--- src/rtl/cfgbank_pkg.sv ---
package cfgbank_pkg;

    localparam int unsigned REG_COUNT = 16;
    localparam int unsigned IDX_W     = $clog2(REG_COUNT);
    localparam int unsigned DATA_W    = 8;
    localparam int unsigned ADDR_W    = 24;
    localparam int unsigned OFFS_W    = 16;
    localparam int unsigned SEL_LO    = OFFS_W;
    localparam int unsigned SEL_HI    = SEL_LO + IDX_W - 1;

    localparam logic [OFFS_W-1:0]    SLOT_OFFSET = 16'h5000;
    localparam logic [IDX_W-1:0]     COMMIT_IDX  = 4'hE;
    localparam logic [IDX_W-1:0]     FIRST_WO    = 4'hE;
    localparam logic [REG_COUNT-1:0] RESET_BITS  = 16'hCBEF;

    typedef enum logic [1:0] {
        OP_IDLE  = 2'd0,
        OP_READ  = 2'd1,
        OP_WRITE = 2'd2
    } bus_op_e;

    typedef struct packed {
        logic             hit;
        logic [IDX_W-1:0] idx;
    } slot_sel_t;

    function automatic logic is_write_only(input logic [IDX_W-1:0] idx);
        return idx >= FIRST_WO;
    endfunction

endpackage

--- src/rtl/cfg_addr_decode.sv ---
module cfg_addr_decode
    import cfgbank_pkg::*;
#(
    parameter int unsigned AW = ADDR_W
) (
    input  logic [AW-1:0] addr,
    input  logic          rd,
    input  logic          wr,
    output slot_sel_t     sel,
    output bus_op_e       op
);

    localparam int unsigned BANK_HI_W = AW - SEL_HI - 1;

    logic bank_ok;
    logic offs_ok;

    always_comb begin
        bank_ok = (addr[AW-1:SEL_HI+1] == '0);
        offs_ok = (addr[OFFS_W-1:0] == SLOT_OFFSET);
        sel.hit = bank_ok && offs_ok;
        sel.idx = addr[SEL_HI:SEL_LO];
        if (wr)
            op = OP_WRITE;
        else if (rd)
            op = OP_READ;
        else
            op = OP_IDLE;
    end

    initial begin
        AST_BANK_FIELD_WIDE: assert (BANK_HI_W >= 1) else $error("bank field empty");
    end

endmodule

--- src/rtl/cfg_stage_bank.sv ---
module cfg_stage_bank
    import cfgbank_pkg::*;
#(
    parameter int unsigned NREG = REG_COUNT
) (
    input  logic            clk,
    input  logic            rst,
    input  bus_op_e         op,
    input  slot_sel_t       sel,
    input  logic            wbit,
    output logic [NREG-1:0] active,
    output logic            commit_pulse
);

    logic [NREG-1:0] pending;
    logic            dirty;
    logic            wr_slot;
    logic            commit_req;
    logic            commit_fire;
    logic            stage_req;

    always_comb begin
        wr_slot     = (op == OP_WRITE) && sel.hit;
        commit_req  = wr_slot && (sel.idx == COMMIT_IDX);
        commit_fire = commit_req && dirty;
        stage_req   = wr_slot && (sel.idx != COMMIT_IDX) && (wbit != active[sel.idx]);
    end

    for (genvar i = 0; i < NREG; i++) begin : g_pend
        always_ff @(posedge clk) begin
            if (rst)
                pending[i] <= RESET_BITS[i];
            else if (stage_req && (sel.idx == IDX_W'(i)))
                pending[i] <= wbit;
        end
    end

    always_ff @(posedge clk) begin
        if (rst) begin
            active       <= RESET_BITS[NREG-1:0];
            dirty        <= 1'b0;
            commit_pulse <= 1'b0;
        end else begin
            commit_pulse <= commit_fire;
            if (commit_fire) begin
                active <= pending;
                dirty  <= 1'b0;
            end else if (stage_req) begin
                dirty  <= 1'b1;
            end
        end
    end

    AST_COMMIT_SINGLE: assert property (@(posedge clk) disable iff (rst)
        commit_pulse |=> !commit_pulse);
    AST_COMMIT_COPY: assert property (@(posedge clk) disable iff (rst)
        commit_fire |=> (active == $past(pending)) && !dirty);
    AST_LIVE_HOLD: assert property (@(posedge clk) disable iff (rst)
        !commit_fire |=> $stable(active));
    AST_CLEAN_COMMIT: assert property (@(posedge clk) disable iff (rst)
        (commit_req && !dirty) |=> !commit_pulse);
    AST_SAME_IGNORED: assert property (@(posedge clk) disable iff (rst)
        (wr_slot && (sel.idx != COMMIT_IDX) && (wbit == active[sel.idx]) && !dirty) |=> !dirty);

endmodule

--- src/rtl/cfg_read_mux.sv ---
module cfg_read_mux
    import cfgbank_pkg::*;
#(
    parameter int unsigned NREG = REG_COUNT,
    parameter int unsigned DW   = DATA_W
) (
    input  logic            clk,
    input  logic            rst,
    input  bus_op_e         op,
    input  slot_sel_t       sel,
    input  logic [NREG-1:0] active,
    input  logic [DW-1:0]   open_bus,
    output logic [DW-1:0]   rd_data
);

    logic          live_bit;
    logic [DW-1:0] rd_next;

    always_comb begin
        live_bit = is_write_only(sel.idx) ? 1'b0 : active[sel.idx];
        if (sel.hit)
            rd_next = {live_bit, open_bus[DW-2:0]};
        else
            rd_next = open_bus;
    end

    always_ff @(posedge clk) begin
        if (rst)
            rd_data <= '0;
        else if (op == OP_READ)
            rd_data <= rd_next;
    end

    AST_RD_MISS: assert property (@(posedge clk) disable iff (rst)
        (op == OP_READ && !sel.hit) |=> rd_data == $past(open_bus));
    AST_RD_WO_ZERO: assert property (@(posedge clk) disable iff (rst)
        (op == OP_READ && sel.hit && sel.idx >= FIRST_WO) |=> !rd_data[DW-1]);
    AST_RD_HOLD: assert property (@(posedge clk) disable iff (rst)
        (op != OP_READ) |=> $stable(rd_data));

endmodule

--- src/rtl/staged_cfg_regs.sv ---
module staged_cfg_regs
    import cfgbank_pkg::*;
#(
    parameter int unsigned AW   = ADDR_W,
    parameter int unsigned DW   = DATA_W,
    parameter int unsigned NREG = REG_COUNT
) (
    input  logic            clk,
    input  logic            rst,
    input  logic [AW-1:0]   bus_addr,
    input  logic [DW-1:0]   bus_wdata,
    input  logic            bus_rd,
    input  logic            bus_wr,
    input  logic [DW-1:0]   open_bus,
    output logic [DW-1:0]   rd_data,
    output logic [NREG-1:0] active_bits,
    output logic            commit_pulse
);

    slot_sel_t sel;
    bus_op_e   op;

    cfg_addr_decode #(.AW(AW)) u_dec (
        .addr (bus_addr),
        .rd   (bus_rd),
        .wr   (bus_wr),
        .sel  (sel),
        .op   (op)
    );

    cfg_stage_bank #(.NREG(NREG)) u_bank (
        .clk          (clk),
        .rst          (rst),
        .op           (op),
        .sel          (sel),
        .wbit         (bus_wdata[DW-1]),
        .active       (active_bits),
        .commit_pulse (commit_pulse)
    );

    cfg_read_mux #(.NREG(NREG), .DW(DW)) u_rd (
        .clk      (clk),
        .rst      (rst),
        .op       (op),
        .sel      (sel),
        .active   (active_bits),
        .open_bus (open_bus),
        .rd_data  (rd_data)
    );

    AST_RESET_LIVE: assert property (@(posedge clk)
        rst |=> (active_bits == RESET_BITS[NREG-1:0]) && !commit_pulse && (rd_data == '0));

endmodule

--- config.mk ---
export PLATFORM = sky130hd
export DESIGN_NAME = staged_cfg_regs
export DESIGN_NICKNAME = d
export VERILOG_FILES = /design/src/rtl/cfgbank_pkg.sv /design/src/rtl/cfg_addr_decode.sv /design/src/rtl/cfg_stage_bank.sv /design/src/rtl/cfg_read_mux.sv /design/src/rtl/staged_cfg_regs.sv
export SDC_FILE = /design/constraint.sdc
export NUM_CORES = 1
export LEC_CHECK = 0
export CAP_MARGIN = 15
export CORE_AREA = 3 3 63 65
export DETAILED_ROUTE_END_ITERATION = 16
export DIE_AREA = 0 0 66 68
export DONT_BUFFER_PORTS = 1
export PLACE_DENSITY = 0.7
export SLEW_MARGIN = 15
export SYNTH_ARGS = -nofsm -noshare
export SYNTH_HDL_FRONTEND = slang
export SYNTH_SLANG_ARGS = --single-unit
--- constraint.sdc ---
create_clock -name clk -period 5.1 [get_ports clk]
set_input_delay 0 -clock clk [delete_from_list [all_inputs] [get_ports clk]]
set_output_delay 0 -clock clk [all_outputs]
set_load 0.1 [all_outputs]
## Word level (Yosys, flattened, before mapping)

Cells that the tools add are included.

- Register bits: 42
- Logic and storage cells: 73
- Output and inout port bits: 25
- Bits of input ports: 44

- Eq/ne operators: 20
- Muxes and demuxes: 6
- Reductions and logical operators: 25
- Magnitude comparators: 2

Operators by type and width:

| cell | number |
|---|---|
| equality test 4 bit, second input constant | 8 |
| logical AND 1 bit | 22 |
| equality test 16 x 15 -> 1 bit, second input constant | 1 |
| equality test 4 x 3 -> 1 bit, second input constant | 4 |
| equality test 4 x 2 -> 1 bit, second input constant | 2 |
| zero test 4 bit | 2 |
| two-way mux 8 bit | 1 |
| less-than comparator 4 x 5 -> 1 bit, second input constant | 1 |
| binary-select mux 1 bit (select 4 bit) | 1 |
| equality test 4 x 1 -> 1 bit, second input constant | 1 |
| greater-or-equal comparator 4 bit, second input constant | 1 |
| != test 4 bit, second input constant | 1 |
| two-way mux 1 bit | 3 |
| equality test 2 x 1 -> 1 bit, second input constant | 1 |
| equality test 2 bit, second input constant | 1 |
| two-way mux 2 bit | 1 |
| OR reduction 2 bit | 1 |
| != test 1 bit | 1 |

## Logic depth before layout (Yosys ltp)

- Depth after elaboration: 7
- Mapped depth: 7
- Mapped depth without buffers: 6

## Cells and area by module

A second synthesis with hierarchy kept.

- Cells, all modules: 227
- Area, all modules: 2190.9 µm²

By module, submodules not included:

| module | area each (µm²) | cells an instance | times used | seq. area each (µm²) |
|---|---|---|---|---|
| cfg_stage_bank | 1645.3 | 160 | 1 | 680.7 |
| cfg_read_mux | 439.2 | 53 | 1 | 160.2 |
| cfg_addr_decode | 106.4 | 14 | 1 | 0.0 |

## Worst setup path after synthesis

Ideal clock, no wire load.

- Path type: reg-to-reg
- Start: reg u_bank.active[3]
- End: reg u_bank.pending[9]
- Path buffers: 1
- Arrival time: 2171 ps
- Setup slack: 2807 ps
- Clock period less this slack: 2293 ps
- Cell stages (with the launch flop): 6
- Library setup time: 122 ps
- Required time: 4978 ps
- Cell sequence: dfxtp_1 > mux4_2 > mux2i_4 > mux2_4 > buf_6 > o311a_1

- Longest elaborated chain between the ends: 5

Ends and longest elaborated chain:

| what | RTL line | source |
|---|---|---|
| start: declaration | cfg_stage_bank.sv:11 | `output logic [NREG-1:0] active,` |
| start signal: assignment | cfg_stage_bank.sv:40 | `active <= RESET_BITS[NREG-1:0];` |
| start signal: assignment | cfg_stage_bank.sv:46 | `active <= pending;` |
| binary-select mux 1 bit (select 4 bit) | cfg_stage_bank.sv:26 | `stage_req = wr_slot && (sel.idx != COMMIT_IDX) && (wbit != active[sel.idx]);` |
| two-way mux 1 bit (not written as such) | cfg_stage_bank.sv:26 |  |
| != test 1 bit | cfg_stage_bank.sv:26 |  |
| logical AND 1 bit | cfg_stage_bank.sv:26 |  |
| logical AND 1 bit | cfg_stage_bank.sv:33 | `else if (stage_req && (sel.idx == IDX_W'(i)))` |
| end signal: indexed assignment | cfg_stage_bank.sv:32 | `pending[i] <= RESET_BITS[i];` |
| end signal: indexed assignment | cfg_stage_bank.sv:34 | `pending[i] <= wbit;` |
| end: declaration | cfg_stage_bank.sv:15 | `logic [NREG-1:0] pending;` |

No other way between the ends. The select of a mux whose other input is x is not followed.
A chain may end at the register's enable or synchronous reset.

## Final worst setup path

- Start: reg u_bank.active[7]
- End: reg u_bank.pending[13]

Same word-level chain as after synthesis.

==> flow_summary.yaml <==
pwr:
  seqPwrFrac: 0.571
  peakVddDrop_v: 0.000200
  power.net_switching_w: 0.000164
  sw_frac_of_total: 0.263
  p_comb_frac: 0.088
  intPower_w: 0.000459
  total_leakage_power_nw: 0.801
  pwr_density_cell_mw_per_mm2: 266
  p_clk_frac: 0.341
grt:
  grt_pass1_vias: 1847
  antenna_found_initial: 0
  gr-total-overflow: 0
  track_usage: 0.261
  grt_max_degree: 34
  grt_pass1_wl_mm: 8.84
clock_network:
  post_cts_buffers: 0
  cts_max_level: 2
  clkSinkCount: 42
  cts_tree: "built"
  ctsHoldBuffers: 26
  root_buffer: "clkbuf_4"
  post_cts_resized: 0
  clockBufferDepth: 2
  cts_made_buffers: 5
  cts.reportedPaths.clkPinSlew_ns: 0.13
  insertion_delay_ns: 0.36
route:
  drc: 0
  vias: 1855
  drt_wl_total_mm: 5.69
  antenna_left: 0
  dr.pass1.iters: 4
  wire_per_inst_um: 20.6
  dr.first_iter.drc_count: 128
  vias_per_cell: 6.72
yosys:
  synth_nets: 255
  synth.distinct_cells: 51
  seq_area_frac_synth: 0.416
  ys.flop_type: "dfxtp_1"
  synth_edf_count: 0
  yosysTopAreaCell: "dfxtp_1"
  synth_top_area_frac: 0.416
  synth_xor_area_frac: 0
  synth_top_family_by_area: "simple AND/OR/NAND/NOR gates"
  syn_area_mm2: 0.00202
  yosysWarnings: 0
  synth-async-reset-ratio: 0
  synth-simple-area-share: 0.231
  synth-seq-cells: 42
  synthMuxAreaShare: 0.0767
  avgSynthCellArea_um2: 9.59
  synth_compound_area_frac: 0.224
  synth_fa_ha_area_frac: 0
  synthTopCellsByArea: "dfxtp_1 42%, nand2_1 4.1%, o22a_1 3.9%"
  syn_inst: 211
final_layout:
  seqCellArea_um2: 841
  nets: 273
  drive_above_1_share: 0.0783
  finalInstanceArea_mm2: 0.00234
  area_growth_pct: 15.6
  fillers: 243
  multi_input_area_mm2: 0.00108
  n_antenna_cell: 0
setup_path:
  reg2reg_from: "u_bank.active[7]$_SDFFE_PP1P_"
  max_stage_delay_ns: 0.68
  cp_slowest_cell: "dfxtp_1"
  critPathArrivalTime_ns: 3.73
  cp.required_ns: 5.41
  cp_common_cell: "dlygate4sd3_1"
  path_class: "reg -> reg"
  worstPathMaxFanout: 13
  startpoint_type: "flip-flop"
  worst-r2r-cell-count: 7
  path_cells: "mux4_1 > mux2i_1 > mux2_4 > nand4_1 > dlygate4sd3_1 > a31oi_1 > dlygate4sd3_1"
  reg2reg_slack_ns: 1.68
  rr_endpoint: "u_bank.pending[13]$_SDFFE_PP0P_"
  endpoint_kind: "flip-flop"
job:
  drv_cap: 0
sta:
  fmax_mhz: 293
  fin_skew_ns: 0.0176
  setup_violations: 0
  rsz0062_at_grt: "false"
  min_period_ns: 3.42
  drv_slew: 0
  final-hold-violation-count: 0
  worst_pin_slew_ns: 1.03
  setup_tns_ns: 0
  max_slew_margin: 0.310
  timing.final.crit_share: 0.670
worst_hold_path:
  hp-start: "bus_wr"
  whs_path_depth: 3
  hold_class: "in -> reg"
  min_delay_worst_endpoint: "u_bank.dirty$_SDFFE_PP0P_"
floorplan:
  core_area_mm2: 0.00339
  die_h_um: 68
  fp.dieW_um: 66
  dieArea_mm2: 0.00449
  io_pins: 69
  start_util: 0.597
  num_rows: 21
placement:
  hpwl_mm: 3.63
  placed_area_mm2: 0.00201
  place_congestion: 0.832
  io_buffers: 0
status:
  outcome: "finished, final reports clean"
[area by class of cell]
type	instances	area share
flip-flops and latches	42	0.359
inverters	9	0.0150
clock inverters	1	0.0128
clock buffers	7	0.0193
repair buffers	26	0.109
multi-input cells	145	0.460
well taps	46	0.0246
[synthesized netlist by cell type (3+ instances only)]
library cell   n
a22o_1         4
clkbuf_1       9
nand4b_1       4
a311o_1        4
a21oi_1       12
a221o_1        4
inv_1          8
nand4_1        7
nor2b_1        3
nand2_1       22
a2bb2oi_1      3
and3_1         3
a31oi_1        4
nor3_1         5
nor4b_1        4
nand2b_1       3
nand3_1        4
nor2_1         9
nor4_1         7
buf_2          3
o22a_1         9
dfxtp_1       42
o221ai_1       3
[cell usage in the layout (no fill, tap or decap), types with 3 or more instances in the layout]
cell type,instances
dfxtp_1,42
dlygate4sd3_1,25
nand2_1,22
a21oi_1,12
o22a_1,9
nor2_1,9
inv_1,8
nor4_1,7
nand4_1,7
nor3_1,5
clkbuf_4,5
nor4b_1,4
nand3_1,4
a31oi_1,4
a22o_1,4
nand4b_1,4
a221o_1,4
a311o_1,4
and3_1,3
nor2b_1,3
nand2b_1,3
o221ai_1,3
a2bb2oi_1,3
[registers in the layout, indices dropped and copies added, names as in the netlist]
register and count:
u_rd.rd_data 8, u_bank.commit_pulse 1, u_bank.dirty 1, u_bank.active 16, u_bank.pending 16
[power groups by stage]
stage	Clock, W	Sequential (W)	Combinational, W
floorplan	0	0.000362	0.0000380
global placement	0	0.000362	0.0000318
detailed placement	0	0.000362	0.0000325
CTS	0.000209	0.000355	0.0000523
global route	0.000221	0.000356	0.0000584
finish	0.000212	0.000355	0.0000545
[stage by stage]
stage | worst slack (ns) | hold slack (ns) | std cells | power [W] | util
global route | 1.54 | 0.0305 | 276 | 0.000635 | 0.690
floorplan | 2.81 | 0.136 | 211 | 0.000400 | -
detailed placement | 2.62 | 0.0781 | 242 | 0.000395 | 0.593
CTS | 1.67 | 0.00455 | 276 | 0.000616 | 0.692
finish | 1.68 | 0.0120 | 276 | 0.000622 | 0.690
global placement | 2.65 | 0.0752 | 242 | 0.000394 | 0.593
[cell families after synthesis]
logic type	count (synthesis)
multiplexers	8
AND/OR/NAND/NOR	81
flip-flops	42
buffers and inverters	24
AO/OA/AOI/OAI	56
[critical path, delay by kind of cell (launching register included)]
family / cells / cell delay (ns)
buffers and inverters: 2 / 1.15
DFF: 1 / 0.68
and+or+nand+nor: 1 / 0.10
muxes: 3 / 1.30
AOI/OAI and AO/OA: 1 / 0.15
[worst max path at each step]
stage / start / end / slack (ns) / cells after the start
floorplan: u_bank.active[3]$_SDFFE_PP1P_ / u_bank.pending[9]$_SDFFE_PP1P_ / 2.81 / 5
global placement: u_bank.active[6]$_SDFFE_PP1P_ / u_bank.pending[4]$_SDFFE_PP0P_ / 2.65 / 5
detailed placement: u_bank.active[15]$_SDFFE_PP1P_ / u_bank.pending[4]$_SDFFE_PP0P_ / 2.62 / 5
CTS: u_bank.active[7]$_SDFFE_PP1P_ / u_bank.pending[13]$_SDFFE_PP0P_ / 1.67 / 7
global route: u_bank.active[15]$_SDFFE_PP1P_ / u_bank.pending[13]$_SDFFE_PP0P_ / 1.54 / 7
finish: u_bank.active[7]$_SDFFE_PP1P_ / u_bank.pending[13]$_SDFFE_PP0P_ / 1.68 / 7
[metal layers]
metal,vias up,wire length [um],GRT usage
li1,861,-,-
met1,866,2240,0.299
met2,119,2770,0.464
met3,9,619,0.0870
met4,0,68,0.0736
met5,-,0,0
No activity file was read; power rests on OpenSTA's default activity.
